File: src/rtl/decim_pkg.sv
`timescale 1ns/1ps
package decim_pkg;

   // Width of a running count that must reach w.
   function automatic int cnt_bits(input int w);
      return $clog2(w + 1);
   endfunction

   function automatic int max_int(input int a, input int b);
      return (a > b) ? a : b;
   endfunction

   // Scan-order position s mapped onto a lane index.
   function automatic int lane_of(input int s, input int w, input bit from_top);
      return from_top ? (w - 1 - s) : s;
   endfunction

endpackage

File: src/rtl/decim_prefix_count.sv
`timescale 1ns/1ps
module decim_prefix_count
   import decim_pkg::*;
#(
   parameter int W         = 16,
   parameter int CW        = 5,
   parameter bit MSB_FIRST = 1'b0
) (
   input  logic [W-1:0]         en_i,
   output logic [W-1:0][CW-1:0] cnt_o
);

   // Inclusive running count in scan order. A single ordered loop keeps the
   // accumulation free of self-referencing nets. The adder chain is written
   // linearly so that synthesis can rebuild it as a prefix tree.
   if (MSB_FIRST) begin : g_from_top
      always_comb begin
         logic [CW-1:0] acc;
         acc = '0;
         for (int s = 0; s < W; s++) begin
            acc = acc + CW'(en_i[W-1-s]);
            cnt_o[W-1-s] = acc;
         end
      end
   end else begin : g_from_bottom
      always_comb begin
         logic [CW-1:0] acc;
         acc = '0;
         for (int s = 0; s < W; s++) begin
            acc = acc + CW'(en_i[s]);
            cnt_o[s] = acc;
         end
      end
   end

endmodule

File: src/rtl/decim_div_table.sv
`timescale 1ns/1ps
module decim_div_table
   import decim_pkg::*;
#(
   parameter int W      = 16,
   parameter int NW     = 5,
   parameter int CW     = 5,
   parameter int OFFSET = 0
) (
   input  logic [NW-1:0]      mod_i,
   output logic [2**CW-1:0]   div_o
);

   localparam int CMPW = max_int(NW, CW);
   localparam int TBL  = 2 ** CW;

   logic [CMPW-1:0] mod_ext;
   logic [W:1]      is_d;

   assign mod_ext = CMPW'(mod_i);

   // One equality flag per candidate divisor.
   for (genvar d = 1; d <= W; d++) begin : g_dec
      assign is_d[d] = (mod_ext == CMPW'(d));
   end

   // One table entry per possible count value.
   for (genvar k = 0; k < TBL; k++) begin : g_tab
      if (k == 0) begin : g_zero
         // Count 0 only occurs on a disabled lane, which the AND in the
         // lane select masks out.
         assign div_o[k] = 1'b1;
      end else if (k > W) begin : g_out
         assign div_o[k] = 1'b0;
      end else begin : g_live
         localparam int T = k - OFFSET;
         if (T == 0) begin : g_any
            // A target of 0 is a multiple of every nonzero modulus.
            assign div_o[k] = |mod_i;
         end else begin : g_sum
            logic hit;
            always_comb begin
               hit = 1'b0;
               for (int d = 1; d <= W; d++) begin
                  if ((d <= T) && ((T % d) == 0)) hit = hit | is_d[d];
               end
            end
            assign div_o[k] = hit;
         end
      end
   end

endmodule

File: src/rtl/decim_lane_select.sv
`timescale 1ns/1ps
module decim_lane_select #(
   parameter int W  = 16,
   parameter int CW = 5
) (
   input  logic [W-1:0]         en_i,
   input  logic [W-1:0][CW-1:0] cnt_i,
   input  logic [2**CW-1:0]     div_i,
   output logic [W-1:0]         mark_o
);

   // Each lane reads the shared table at its own count.
   for (genvar i = 0; i < W; i++) begin : g_lane
      assign mark_o[i] = en_i[i] & div_i[cnt_i[i]];
   end

endmodule

File: src/rtl/decim_every_nth.sv
`timescale 1ns/1ps
module decim_every_nth
   import decim_pkg::*;
#(
   parameter int W         = 16,
   parameter int NW        = 5,
   parameter bit MSB_FIRST = 1'b0,
   parameter int OFFSET    = 0,
   parameter bit REG_OUT   = 1'b1
) (
   input  logic          clk,
   input  logic          rst_n,
   input  logic [W-1:0]  en_vec,
   input  logic [NW-1:0] modulus,
   output logic [W-1:0]  mark
);

   localparam int CW  = cnt_bits(W);
   localparam int TBL = 2 ** CW;

   // Elaboration-time parameter checks.
   if (W < 4 || W > 62) begin : g_bad_w
      $error("decim_every_nth: W must be within 4..62");
   end
   if (NW < 2) begin : g_bad_nw
      $error("decim_every_nth: modulus needs at least 2 bits");
   end
   if (OFFSET != 0 && OFFSET != 1) begin : g_bad_off
      $error("decim_every_nth: OFFSET must be 0 or 1");
   end

   logic [W-1:0][CW-1:0] lane_cnt;
   logic [TBL-1:0]       div_tab;
   logic [W-1:0]         mark_c;

   decim_prefix_count #(
      .W(W), .CW(CW), .MSB_FIRST(MSB_FIRST)
   ) u_count (
      .en_i  (en_vec),
      .cnt_o (lane_cnt)
   );

   decim_div_table #(
      .W(W), .NW(NW), .CW(CW), .OFFSET(OFFSET)
   ) u_table (
      .mod_i (modulus),
      .div_o (div_tab)
   );

   decim_lane_select #(
      .W(W), .CW(CW)
   ) u_select (
      .en_i   (en_vec),
      .cnt_i  (lane_cnt),
      .div_i  (div_tab),
      .mark_o (mark_c)
   );

   if (REG_OUT) begin : g_reg
      logic [W-1:0] mark_q;
      always_ff @(posedge clk or negedge rst_n) begin
         if (!rst_n) mark_q <= '0;
         else        mark_q <= mark_c;
      end
      assign mark = mark_q;

      // the register carries the previous cycle's result
      p_pipe_r9: assert property (@(posedge clk) disable iff (!rst_n)
         $past(rst_n) |-> (mark == $past(mark_c)))
         else $error("p_pipe_r9");
   end else begin : g_comb
      assign mark = mark_c;
   end

   // Expected number of marks, from the enable total and the modulus.
   int pop_en;
   int want_marks;
   always_comb begin
      pop_en = $countones(en_vec);
      if (modulus == '0)    want_marks = 0;
      else if (OFFSET == 0) want_marks = pop_en / int'(modulus);
      else                  want_marks = (pop_en + int'(modulus) - 1) / int'(modulus);
   end

   p_subset_r1: assert property (@(posedge clk) disable iff (!rst_n)
      (mark_c & ~en_vec) == '0)
      else $error("p_subset_r1");

   p_zero_mod_r2: assert property (@(posedge clk) disable iff (!rst_n)
      (modulus == '0) |-> (mark_c == '0))
      else $error("p_zero_mod_r2");

   p_unit_mod_r8: assert property (@(posedge clk) disable iff (!rst_n)
      (modulus == NW'(1)) |-> (mark_c == en_vec))
      else $error("p_unit_mod_r8");

   p_count_r10: assert property (@(posedge clk) disable iff (!rst_n)
      $countones(mark_c) == want_marks)
      else $error("p_count_r10");

   if (OFFSET == 0) begin : g_chk_off0
      p_wide_mod_r7: assert property (@(posedge clk) disable iff (!rst_n)
         (int'(modulus) > W) |-> (mark_c == '0))
         else $error("p_wide_mod_r7");
   end else begin : g_chk_off1
      p_first_mark_r6: assert property (@(posedge clk) disable iff (!rst_n)
         ((modulus != '0) && (en_vec != '0)) |-> (mark_c != '0))
         else $error("p_first_mark_r6");
   end

endmodule

File: config.mk
export PLATFORM = sky130hd
export DESIGN_NAME = decim_every_nth
export DESIGN_NICKNAME = d
export VERILOG_FILES = /design/src/rtl/decim_pkg.sv /design/src/rtl/decim_prefix_count.sv /design/src/rtl/decim_div_table.sv /design/src/rtl/decim_lane_select.sv /design/src/rtl/decim_every_nth.sv
export SDC_FILE = /design/constraint.sdc
export NUM_CORES = 1
export LEC_CHECK = 0
export ABC_CLOCK_PERIOD_IN_PS = 900
export BUFFER_PORTS_ARGS = -buffer_cell sky130_fd_sc_hd__buf_2
export CORE_MARGIN = 5
export CORE_UTILIZATION = 60
export DETAILED_ROUTE_END_ITERATION = 6
export PLACE_DENSITY = 0.88
export SLEW_MARGIN = 20
export SYNTH_ARGS = -nofsm -noshare
export SYNTH_HDL_FRONTEND = slang
export SYNTH_SLANG_ARGS = --single-unit
File: constraint.sdc
create_clock -name clk -period 0.9 [get_ports clk]
set_input_delay 0.09 -clock clk [delete_from_list [all_inputs] [get_ports clk]]
set_output_delay 0.09 -clock clk [all_outputs]
set_load 0.05 [all_outputs]
==> results of run 1 <==
per-stage QoR:
step / setup TNS (ns) / area (um^2) / setup slack (ns) / utilization / cells
floorplan: -43.11 / 4500 / -4.50 / - / 446
global placement: -45.74 / 5640 / -4.68 / 0.845 / 667
detailed placement: -47.51 / 5640 / -4.82 / 0.845 / 667
CTS: -41.64 / 6350 / -4.33 / 0.950 / 694
metal layers:
layer / global-route usage / GRT overflow
met4: 1.06 / 166
met2: 1.15 / 341
met5: 0.231 / 0
met1: 0.845 / 2
met3: 0.734 / 1
cells by family after synthesis:
logic type / count (synthesis) / share of synthesized area
compound gates: 105 / 0.168
simple gates: 146 / 0.173
flops: 16 / 0.0986
xor+xnor: 42 / 0.143
buf+inv: 46 / 0.0425
fa+ha+maj: 30 / 0.0961
mux: 61 / 0.280
what timing repair did:
item	in CTS
cloned	1
setup endpoints to repair	31
pin swaps	52
endpoints found under the hold margin	16
buffers inserted	23
resized for setup	126
hold buffers	1
==> summary.md, run 1 <==
| Metric | Value |
|---|---|
| Status | did not finish |
| Last step reached | global routing |
| First Error | [ERROR GRT-0232] Routing congestion too high. Check the congestion heatmap in the GUI. |
| Syn_area_per_cell | just over 9 um^2 |
| Leading post-synthesis cells by instance count | nand2_1 (56), mux4_2 (41), clkbuf_1 (32) |
| Post-synthesis register bit count | 16 |
| Chip height | 92.3 um |
| Worst endpoint pin kind | sequential cell input |
| Chip Width | about 92 um |
| Clock buffers created by TritonCTS | 3 |
| Largest cells by area after synthesis | mux4_2 (23%), dfrtp_1 (9.9%), ha_1 (8.6%) |
| Nets in the synthesized netlist | between 400 and 500 |
| Placed wire-length estimate | 11300 um |
| Cell taking the most area after synthesis | mux4_2 |
| H-tree depth | 1 |
| Number of enable-type register cells in the synthesized netlist | 0 |
| Placement row count | 30 |
| Sequential area share after synthesis | 0.0986 |
| Tot GR Track Use | 0.923 |
| Total global routing overflow | about 500 |
| Weighted congestion reported at the end of routability-driven placement | between 0.9 and 1 |
| Last worst endpoint in the global-route repair_timing | mark[15]$_DFF_PN0_/D |
| Clock Root Buffer | clkbuf_8 |
| Asr flop ratio synth | 1.00 |
| Distinct cell type count of the synthesized netlist | 56 |
| Largest buffer count on any clock path | 2 |
| Top-level port count | 39 |
| Starting utilization of the core area | 0.608 |
| Pin count of the biggest net entering global routing | 17 |
| Total of buffers placed on input and output ports | 38 |
| Syn Inst Count | 446 |
| Ys flop type | dfrtp_1 |
| Cell with the most instances after synthesis | nand2_1 |
| Yosys warning count | 0 |
| Area share of the leading cell type in the synthesized netlist | 0.227 |
| Post-Synthesis Cell Area | 0.00406 mm^2 |
| CTS sink cnt | 16 |
==> run 2: changes to the inputs <==
- CORE_UTILIZATION: 60 -> 40
- PLACE_DENSITY: 0.88 -> not set
- PLACE_DENSITY_LB_ADDON: not set -> 0.15
==> run 2 against run 1 <==
Compared with the run above: area after synthesis unchanged; synthesized cell count unchanged; the flow now finishes, with violations (negative setup slack).
==> summary.md, run 2 <==
| Metric | Value |
|---|---|
| Number of flip-flops in the largest register | 16 |
| Class of the most critical hold timing path | input pin to register |
| Antenna violations before repair | 0 |
| Syn Inst Count | 446 (unchanged) |
| Area after DPL | 0.00580 mm^2 (+2.9%) |
| Largest cells by area after synthesis | mux4_2 (23%), dfrtp_1 (9.9%), ha_1 (8.6%) |
| Area of all placed cells without fillers | approximately 0.0064 mm^2 |
| Starting utilization of the core area | 0.414 (-0.194) |
| Clock Root Buffer | clkbuf_8 |
| Largest buffer count on any clock path | 2 (unchanged) |
| Post-route fraction of the period consumed by the critical path | 5.71 |
| Post-detailed-route wirelength per cell | 17.5 um |
| Cell with the most instances after synthesis | nand2_1 |
| CTS sink cnt | 16 (unchanged) |
| Total of buffers placed on input and output ports | 38 (unchanged) |
| Final hold violation count | 0 |
| Pin count of the biggest net entering global routing | 17 |
| Total detailed-routing wirelength | between 10000 and 15000 um |
| Layout cell share with drive strength beyond 1 | 0.570 |
| Syn_area_per_cell | 9.11 um^2 (unchanged) |
| Total global routing overflow | 0 |
| Count of TritonRoute iterations in the first routing pass | 4 |
| WP data required | between 1 and 1.5 ns |
| Final worst path period need | just over 5 ns |
| Placed wire-length estimate | 9830 um (-13%) |
| Asr flop ratio synth | 1.00 (unchanged) |
| Area taken by multi-input logic gates | between 0.004 and 0.005 mm^2 |
| Max_slew headroom | 0.676 |
| Fin util | 0.654 |
| Via-per-instance ratio | around 5.7 |
| Clock buffers created by TritonCTS | 3 (unchanged) |
| Final net count | 672 |
| Global-route wire length before repair | 21700 um |
| Core Footprint | 0.00982 mm^2 |
| Worst path setup slack after routing | -4.24 ns |
| Min Hold Slack | 0.0443 ns |
| Timing-limited maximum frequency | between 0.15 and 0.2 GHz |
| Count of routing violations after the opening detailed-route iteration | 197 |
| Clock transition at the registers of the reported paths | around 0.09 ns |
| Post-synthesis register bit count | 16 (unchanged) |
| Chip height | 111 um (+20%) |
| Hold_sp | en_vec[10] |
| Chip Width | 111 um (+20%) |
| Area share of the leading cell type in the synthesized netlist | 0.227 (unchanged) |
| Largest fanout on the critical path | 4 |
| Area growth syn-to-layout | 58.0% |
| Failing checks | negative setup slack |
| RSZ-0062 raised after global routing | true |
| Via count | roughly 4300 |
| Maxcap violations | 0 |
| Cell taking the most area after synthesis | mux4_2 |
| Worst Tran Pin Value | 0.487 ns |
| Crit path capture type | register |
| Placement row count | 36 (+20%) |
| Via count of the first global-routing pass | approximately 4300 |
| Slew Viols, Final | 0 |
| Weighted congestion reported at the end of routability-driven placement | 0.810 (-13%) |
| Total of endpoints with negative setup slack in the final report | 30 |
| Crit Path Category | input pin to register |
| Nets in the synthesized netlist | 499 (unchanged) |
| Yosys warning count | 0 (unchanged) |
| Diodes inserted | 0 |
| Launching element type of the critical path | input pin |
| H-tree depth | 1 (unchanged) |
| Leading post-synthesis cells by instance count | nand2_1 (56), mux4_2 (41), clkbuf_1 (32) |
| Storage element area | between 400 and 500 um^2 |
| Die Area | roughly 0.012 mm^2 |
| Number of enable-type register cells in the synthesized netlist | 0 (unchanged) |
| Final routed DRC violation total | 0 |
| Most common cell after layout, fill and taps aside | buf_4 |
| TNS Setup | -40.62 ns |
| Distinct cell type count of the synthesized netlist | 56 (unchanged) |
| Final-layout fill cell count | slightly above 800 |
| Arrival @ worst endpoint | 5.33 ns |
| Top-level port count | 39 (unchanged) |
| Status | finished with violations |
| Tot GR Track Use | 0.214 |
| Leading cell types in the layout, fill and taps excluded | buf_4 (153), nand2_1 (54), mux4_2 (41) |
| Post-Synthesis Cell Area | 0.00406 mm^2 (unchanged) |
| Clock tree from TritonCTS | done |
| Crit path from | en_vec[0] |
| Ys flop type | dfrtp_1 |
| Number of nets with antenna violations after detailed routing | 0 |
| Sequential area share after synthesis | 0.0986 (unchanged) |
run 2: worst paths after layout:
path	cells past startpoint	to
min in group asynchronous	2	mark[14]
worst min-delay path	2	mark[10]
max in group asynchronous	2	mark[8]
worst max-delay path	22	mark[14]
run 2: area by class of cell:
type / instances / share of cell area
timing repair buffer: 211 / 0.264
inverter: 3 / 0.00175
multi-input combinational: 384 / 0.637
clock buffer: 4 / 0.00858
sequential: 16 / 0.0624
tap: 133 / 0.0259
run 2: metrics by stage:
step / setup WS [ns] / instances
after detailed placement: -4.83 / 731
after global placement: -4.72 / 731
final: -4.24 / 751
after global routing: -4.42 / 751
after CTS: -4.21 / 744
after floorplan: -4.50 / 446
run 2: cells by family (layout without fill, tap and decap cells):
kind of cell	count (synthesis)	count (layout)	share of synthesized area
AOI/OAI and AO/OA	105	105	0.168
xor gates and xnor gates	42	42	0.143
adders and majority gates	30	30	0.0961
buffers and inverters	46	218	0.0425
DFF	16	16	0.0986
muxes	61	61	0.280
and+or+nand+nor	146	146	0.173
run 2: repair_timing:
action | 4_1_cts | 5_1_grt
pin swaps | 15 | 11
setup endpoints to repair | 31 | 31
hold buffers | 1 | 0
gates resized for setup | 76 | 29
endpoints found under the hold margin | 16 | 0
setup buffers | 8 | 9
run 2: critical path, stage by stage:
cell	delay, ns
buf_8	0.10
fa_2	0.60
ha_4	0.15
fa_2	0.46
ha_4	0.30
ha_4	0.21
ha_4	0.25
ha_4	0.28
ha_4	0.21
ha_4	0.22
ha_4	0.17
xnor2_2	0.16
xnor3_4	0.41
xor2_4	0.17
and3_4	0.20
xor2_1	0.16
xnor3_2	0.31
buf_12	0.17
xnor2_4	0.16
nand3_1	0.11
xor2_1	0.21
mux2i_1	0.27
run 2: per-layer routing:
metal,vias to the layer above,GRT usage,share of wire
li1,2019,-,-
met1,2120,0.284,0.44
met2,113,0.377,0.51
met3,15,0.0202,0.033
met4,0,0.0476,0.014
met5,-,0,0
Power of run 2 is not shown: default switching activity piles up to over one toggle a cycle in this logic, so the estimate is an artifact.
==> run 3: changes to the inputs <==
- CAP_MARGIN: not set -> 20
- CORE_ASPECT_RATIO: not set -> 0.8
- SKIP_LAST_GASP: not set -> 1
==> run 3 against run 2 <==
Compared with the run above: the flow still finishes with violations (negative setup slack); sequential share of layout area shrank 0.18 points; critical path depth increased by 1; count of clock-buffer cells in the layout unchanged; final cell count is 1.7% higher.
==> summary.md, run 3 (synthesized netlist as in run 2, its figures left out) <==
| Metric | Value |
|---|---|
| Status | finished with violations |
| Failing checks | negative setup slack |
| Core Footprint | 0.00977 mm^2 (-0.51%) |
| Min Hold Slack | 0.0660 ns (+0.0217 ns) |
| Most common cell after layout, fill and taps aside | buf_4 |
| Total global routing overflow | 0 (unchanged) |
| Antenna violations before repair | 0 (unchanged) |
| Tot GR Track Use | 0.219 (+0.00525) |
| Via-per-instance ratio | 5.46 (-3.9%) |
| Chip Width | 123 um (+11%) |
| Fin util | 0.676 (+0.0224) |
| Post-route non-filler standard cell count | 764 (+1.7%) |
| Placed wire-length estimate | 9990 um (+1.7%) |
| Largest incremental delay on the critical path | 0.57 ns (-0.03 ns) |
| Worst path setup slack after routing | -4.28 ns (-0.0484 ns) |
| Clock transition at the registers of the reported paths | 0.07 ns (-0.02 ns) |
| Count of TritonRoute iterations in the first routing pass | 4 (unchanged) |
| Max_slew headroom | 0.656 (-0.0199) |
| Final-layout fill cell count | 801 (-2.1%) |
| Pre-CTS setup slack | -4.80 ns (+0.0328 ns) |
| Global-route wire length before repair | 21700 um (about the same) |
| Largest fanout on the critical path | 4 (unchanged) |
| Largest buffer count on any clock path | 2 (unchanged) |
| Number of flip-flops in the largest register | 16 (unchanged) |
| Crit Path Category | input pin to register |
| H-tree depth | 1 (unchanged) |
| Series of cell instances along the critical path | buf_2 -> fa_2 -> ha_4 -> fa_2 -> ha_4 -> ha_4 -> ha_4 -> ha_4 -> ha_4 -> ha_4 -> ha_4 -> xnor2_2 -> xnor3_4 -> xor2_4 -> and3_4 -> xor2_1 -> xnor3_2 -> buf_12 -> xor2_1 -> nand4b_1 -> o21ai_2 -> xnor2_1 -> mux2i_1 |
| Starting utilization of the core area | 0.416 (+0.00212) |
| Die Area | 0.0123 mm^2 (+0.10%) |
| Final net count | 682 (+1.5%) |
| Total of buffers placed on input and output ports | 38 (unchanged) |
| WP data required | 1.09 ns (about the same) |
| RSZ-0062 raised after global routing | true |
| Cell with the largest stage delay on the worst path | fa_2 |
| Final routed DRC violation total | 0 (unchanged) |
| Clock tree from TritonCTS | done |
| Chip height | 100 um (-9.6%) |
| Final hold violation count | 0 (unchanged) |
| Layout cell share with drive strength beyond 1 | 0.580 (+0.0100) |
| Diodes inserted | 0 (unchanged) |
| Slew Viols, Final | 0 (unchanged) |
| CTS sink cnt | 16 (unchanged) |
| Post-route fraction of the period consumed by the critical path | 5.76 (+0.0538) |
| Via count | 4173 (-2.2%) |
| Number of nets with antenna violations after detailed routing | 0 (unchanged) |
| Post-detailed-route wirelength per cell | 17.4 um (-0.88%) |
| Class of the most critical hold timing path | input pin to register |
| Weighted congestion reported at the end of routability-driven placement | 0.877 (+8.3%) |
| Arrival @ worst endpoint | 5.37 ns (+0.04 ns) |
| Crit-path most repeated cell | ha_4 |
| Area growth syn-to-layout | 62.5% |
| Final worst path period need | 5.18 ns (+0.0484 ns) |
| Via count of the first global-routing pass | 4224 (-1.2%) |
| Launching element type of the critical path | input pin |
| Pin count of the biggest net entering global routing | 17 (unchanged) |
| Maxcap violations | 0 (unchanged) |
| Worst Tran Pin Value | 0.517 ns (+0.0299 ns) |
| Count of routing violations after the opening detailed-route iteration | 298 (+51%) |
| Leading cell types in the layout, fill and taps excluded | buf_4 (161), nand2_1 (51), mux4_2 (41) |
| Crit path capture type | register |
| Top-level port count | 39 (unchanged) |
| Worst Hold Path Cells | 2 (unchanged) |
| Timing-limited maximum frequency | 0.193 GHz (-0.93%) |
| Total detailed-routing wirelength | 13300 um (+0.84%) |
| Placement row count | 32 (-11%) |
| Clock buffers created by TritonCTS | 3 (unchanged) |
| Clock Root Buffer | clkbuf_16 |
| Placed insts | 734 (+0.41%) |
| Total of endpoints with negative setup slack in the final report | 15 (-50%) |
==> run 3: changes by cell type in the layout (fill, tap and decap cells not counted), sizes merged <==
cell	previous run	this run
buf	210	220
==> run 3: worst paths after layout <==
check                            from        to  slack [ns]
worst max-delay path        en_vec[2]  mark[15]       -4.28
worst min-delay path       en_vec[10]  mark[10]        0.07
max in group asynchronous       rst_n   mark[8]        0.20
min in group asynchronous       rst_n   mark[2]        0.35
==> run 3: layout make-up <==
| class | count | area (um^2) | area share |
|---|---|---|---|
| repair buffers | 221 | 1800 | 0.272 |
| multi-input cells | 384 | 4140 | 0.626 |
| well taps | 136 | 170 | 0.0258 |
| flip-flops and latches | 16 | 400 | 0.0606 |
| clock buffers | 4 | 88.8 | 0.0135 |
| inverters | 3 | 11.3 | 0.00171 |
==> run 3: stage by stage <==
step	cell area (um^2)	setup TNS (ns)
after floorplan	4500	-43.11
after global placement	5800	-46.62
after detailed placement	5800	-47.34
after CTS	6380	-41.52
after global routing	6600	-44.51
final	6600	-42.68
==> run 3: layer usage <==
| metal | track usage | vias to the layer above | wire [um] |
|---|---|---|---|
| met2 | 0.379 | 95 | 6680 |
| met1 | 0.310 | 2036 | 5960 |
| met3 | 0.0231 | 2 | 587 |
| met4 | 0.0146 | 0 | 26 |
| li1 | - | 2040 | - |
| met5 | 0 | - | 0 |
==> run 3: repair_timing <==
| action | 4_1_cts | 5_1_grt |
|---|---|---|
| hold buffers | 1 | 0 |
| setup buffers | 17 | 9 |
| setup endpoints to repair | 31 | 26 |
| resized for setup | 76 | 40 |
| gates cloned | 0 | 0 |
| pin swaps | 35 | 17 |
| endpoints found under the hold margin | 16 | 0 |
==> run 3: worst max-delay path, delay by kind of cell <==
family	cells	cell delay, ns
buffers and inverters	2	0.29
and+or+nand+nor	2	0.35
AOI/OAI and AO/OA	1	0.10
muxes	1	0.20
adders and majority gates	10	2.86
xor gates and xnor gates	7	1.50
Power of run 3 is left out for the same reason.
==> run 4: changes to the inputs <==
- ABC_CLOCK_PERIOD_IN_PS: 900 -> 6160
- clock period: 0.9 -> 6.16 ns (I/O delays scaled with it)
==> run 4 against run 3 <==
Compared with the run above: the flow now finishes without violations; worst hold slack better by 0.24 ns; first-iteration DRC count is 26% higher; via count is 12% lower; non-clock buffer count is 126 lower; count of clock-buffer cells in the layout stayed put; worst setup slack better by 4.5 ns; global-route usage is 2.3 points lower; final cell count is 16% lower; critical path depth stayed put; flip-flop and latch count stayed put; final area is 24% lower; die area stayed put; critical path type unchanged.
==> summary.md, run 4 (synthesized netlist as in run 2, its figures left out) <==
| Metric | Value |
|---|---|
| Clock buffers created by TritonCTS | 3 (unchanged) |
| Largest buffer count on any clock path | 2 (unchanged) |
| Total detailed-routing wirelength | 11700 um (-12%) |
| Class of the most critical hold timing path | input pin to async pin |
| Via count of the first global-routing pass | 3642 (-14%) |
| Top-level port count | 39 (unchanged) |
| Weighted congestion reported at the end of routability-driven placement | 0.869 (-0.98%) |
| Post-detailed-route wirelength per cell | 18.4 um (+5.8%) |
| Total of buffers placed on input and output ports | 38 (unchanged) |
| Final-layout fill cell count | 919 (+15%) |
| WP data required | 6.30 ns (+5.21 ns) |
| Area growth syn-to-layout | 24.0% |
| Launching element type of the critical path | input pin |
| Count of routing violations after the opening detailed-route iteration | 376 (+26%) |
| Slew Viols, Final | 0 (unchanged) |
| Die Area | 0.0123 mm^2 (unchanged) |
| Global-route wire length before repair | 19200 um (-12%) |
| Via count | 3683 (-12%) |
| Number of nets with antenna violations after detailed routing | 0 (unchanged) |
| Max_slew headroom | 0.305 (-0.350) |
| Core Footprint | 0.00977 mm^2 (unchanged) |
| Crit Path Category | input pin to register |
| Final hold violation count | 0 (unchanged) |
| Largest incremental delay on the critical path | 0.58 ns (about the same) |
| Worst Tran Pin Value | 1.04 ns (+0.523 ns) |
| Kind of cell with the highest combined delay on the critical path | adder cells |
| Clock transition at the registers of the reported paths | 0.06 ns (about the same) |
| Chip Width | 123 um (unchanged) |
| Crit path capture type | register |
| Cell with the largest stage delay on the worst path | fa_2 |
| Starting utilization of the core area | 0.416 (unchanged) |
| Area after DPL | 0.00484 mm^2 (-16%) |
| H-tree depth | 1 (unchanged) |
| Leading cell types in the layout, fill and taps excluded | nand2_1 (56), buf_4 (55), mux4_2 (41) |
| Total global routing overflow | 0 (unchanged) |
| Buffer and inverter count on the worst path | 3 (+1) |
| # hold bufs at CTS | 0 (-1) |
| Maxcap violations | 0 (unchanged) |
| Number of flip-flops in the largest register | 16 (unchanged) |
| Series of cell instances along the critical path | buf_2 -> fa_2 -> ha_2 -> fa_2 -> ha_4 -> ha_4 -> ha_4 -> ha_4 -> ha_4 -> ha_1 -> ha_2 -> xnor2_1 -> xnor3_4 -> xor2_4 -> and3_4 -> xor2_2 -> xnor3_2 -> buf_12 -> xnor2_2 -> buf_4 -> o211ai_1 -> o211ai_1 -> mux2i_1 |
| Largest fanout on the critical path | 4 (unchanged) |
| Final routed DRC violation total | 0 (unchanged) |
| Placed wire-length estimate | 8420 um (-16%) |
| Crit-path most repeated cell | ha_4 |
| Via-per-instance ratio | 5.77 (+5.7%) |
| Count of TritonRoute iterations in the first routing pass | 4 (unchanged) |
| Final net count | 556 (-18%) |
| Layout cell share with drive strength beyond 1 | 0.394 (-0.185) |
| Clock Root Buffer | clkbuf_16 |
| Post-route fraction of the period consumed by the critical path | 0.963 |
| CTS sink cnt | 16 (unchanged) |
| Timing-limited maximum frequency | between 0.15 and 0.2 GHz |
| Diodes inserted | 0 (unchanged) |
| Total of endpoints with negative setup slack in the final report | 0 (-15) |
| Status | complete, no violations |
| Chip height | 100 um (unchanged) |
| Clock tree from TritonCTS | done |
| Pin count of the biggest net entering global routing | 17 (unchanged) |
| Antenna violations before repair | 0 (unchanged) |
| Arrival @ worst endpoint | 6.07 ns (+0.70 ns) |
| Final worst path period need | 5.93 ns |
| Placement row count | 32 (unchanged) |
| Area of all placed cells without fillers | 0.00504 mm^2 (-24%) |
| Most common cell after layout, fill and taps aside | nand2_1 |
| Tot GR Track Use | 0.196 (-0.0229) |
run 4: changes by cell type in the layout (fill, tap and decap cells not counted), moves of 4 or more:
| cell | previous run | this run |
|---|---|---|
| buf_4 | 161 | 55 |
| buf_6 | 39 | 1 |
| buf_2 | 17 | 38 |
| ha_4 | 23 | 13 |
| o21ai_0 | 18 | 25 |
| ha_1 | 4 | 10 |
| nand2_1 | 51 | 56 |
| xnor2_1 | 5 | 10 |
| xor2_1 | 6 | 11 |
| ha_2 | 1 | 5 |
| nand2_2 | 5 | 1 |
| nor2_1 | 22 | 26 |
| xnor2_4 | 8 | 4 |
run 4: per-stage QoR:
step	hold slack, ns	cells	utilization	setup TNS [ns]	setup slack [ns]
2_1_floorplan	0.320	446	-	0	0.00930
3_3_place_gp	0.608	633	0.496	-0.383	-0.214
3_5_place_dp	0.609	633	0.496	-0.630	-0.326
4_1_cts	0.327	637	0.506	0	0.0295
5_1_grt	0.344	638	0.515	-0.00359	-0.00359
6_report	0.304	638	0.515	0	0.226
run 4: layout make-up:
cell class                 count  area, um^2  share of cell area
sequential                    16         400              0.0795
clock buffer                   4        88.8              0.0176
inverter                       3        11.3             0.00224
multi-input combinational    384        3730               0.741
tap                          136         170              0.0338
timing repair buffer          95         634               0.126
run 4: routing by layer:
layer	up-vias	GRT usage	wire length, um
li1	1790	-	-
met1	1786	0.293	5520
met3	11	0.0299	576
met4	0	0.0267	108
met2	96	0.308	5500
met5	-	0	0
run 4: worst max-delay path by stage:
| stage | from | to | slack, ns | depth (start not counted) |
|---|---|---|---|---|
| finish | en_vec[0] | mark[14] | 0.23 | 23 |
| global route | en_vec[0] | mark[15] | -0.004 | 23 |
| CTS | en_vec[0] | mark[15] | 0.03 | 20 |
| detailed placement | en_vec[0] | mark[15] | -0.33 | 20 |
| global placement | en_vec[0] | mark[15] | -0.21 | 20 |
| floorplan | en_vec[0] | mark[14] | 0.009 | 21 |
run 4: repair_timing:
item                       in CTS  in global routing
setup buffers                   0                  1
setup endpoints to repair       1                  3
gates resized for setup         2                 11
pin swaps                       0                  3
Power of run 4 is left out for the same reason.
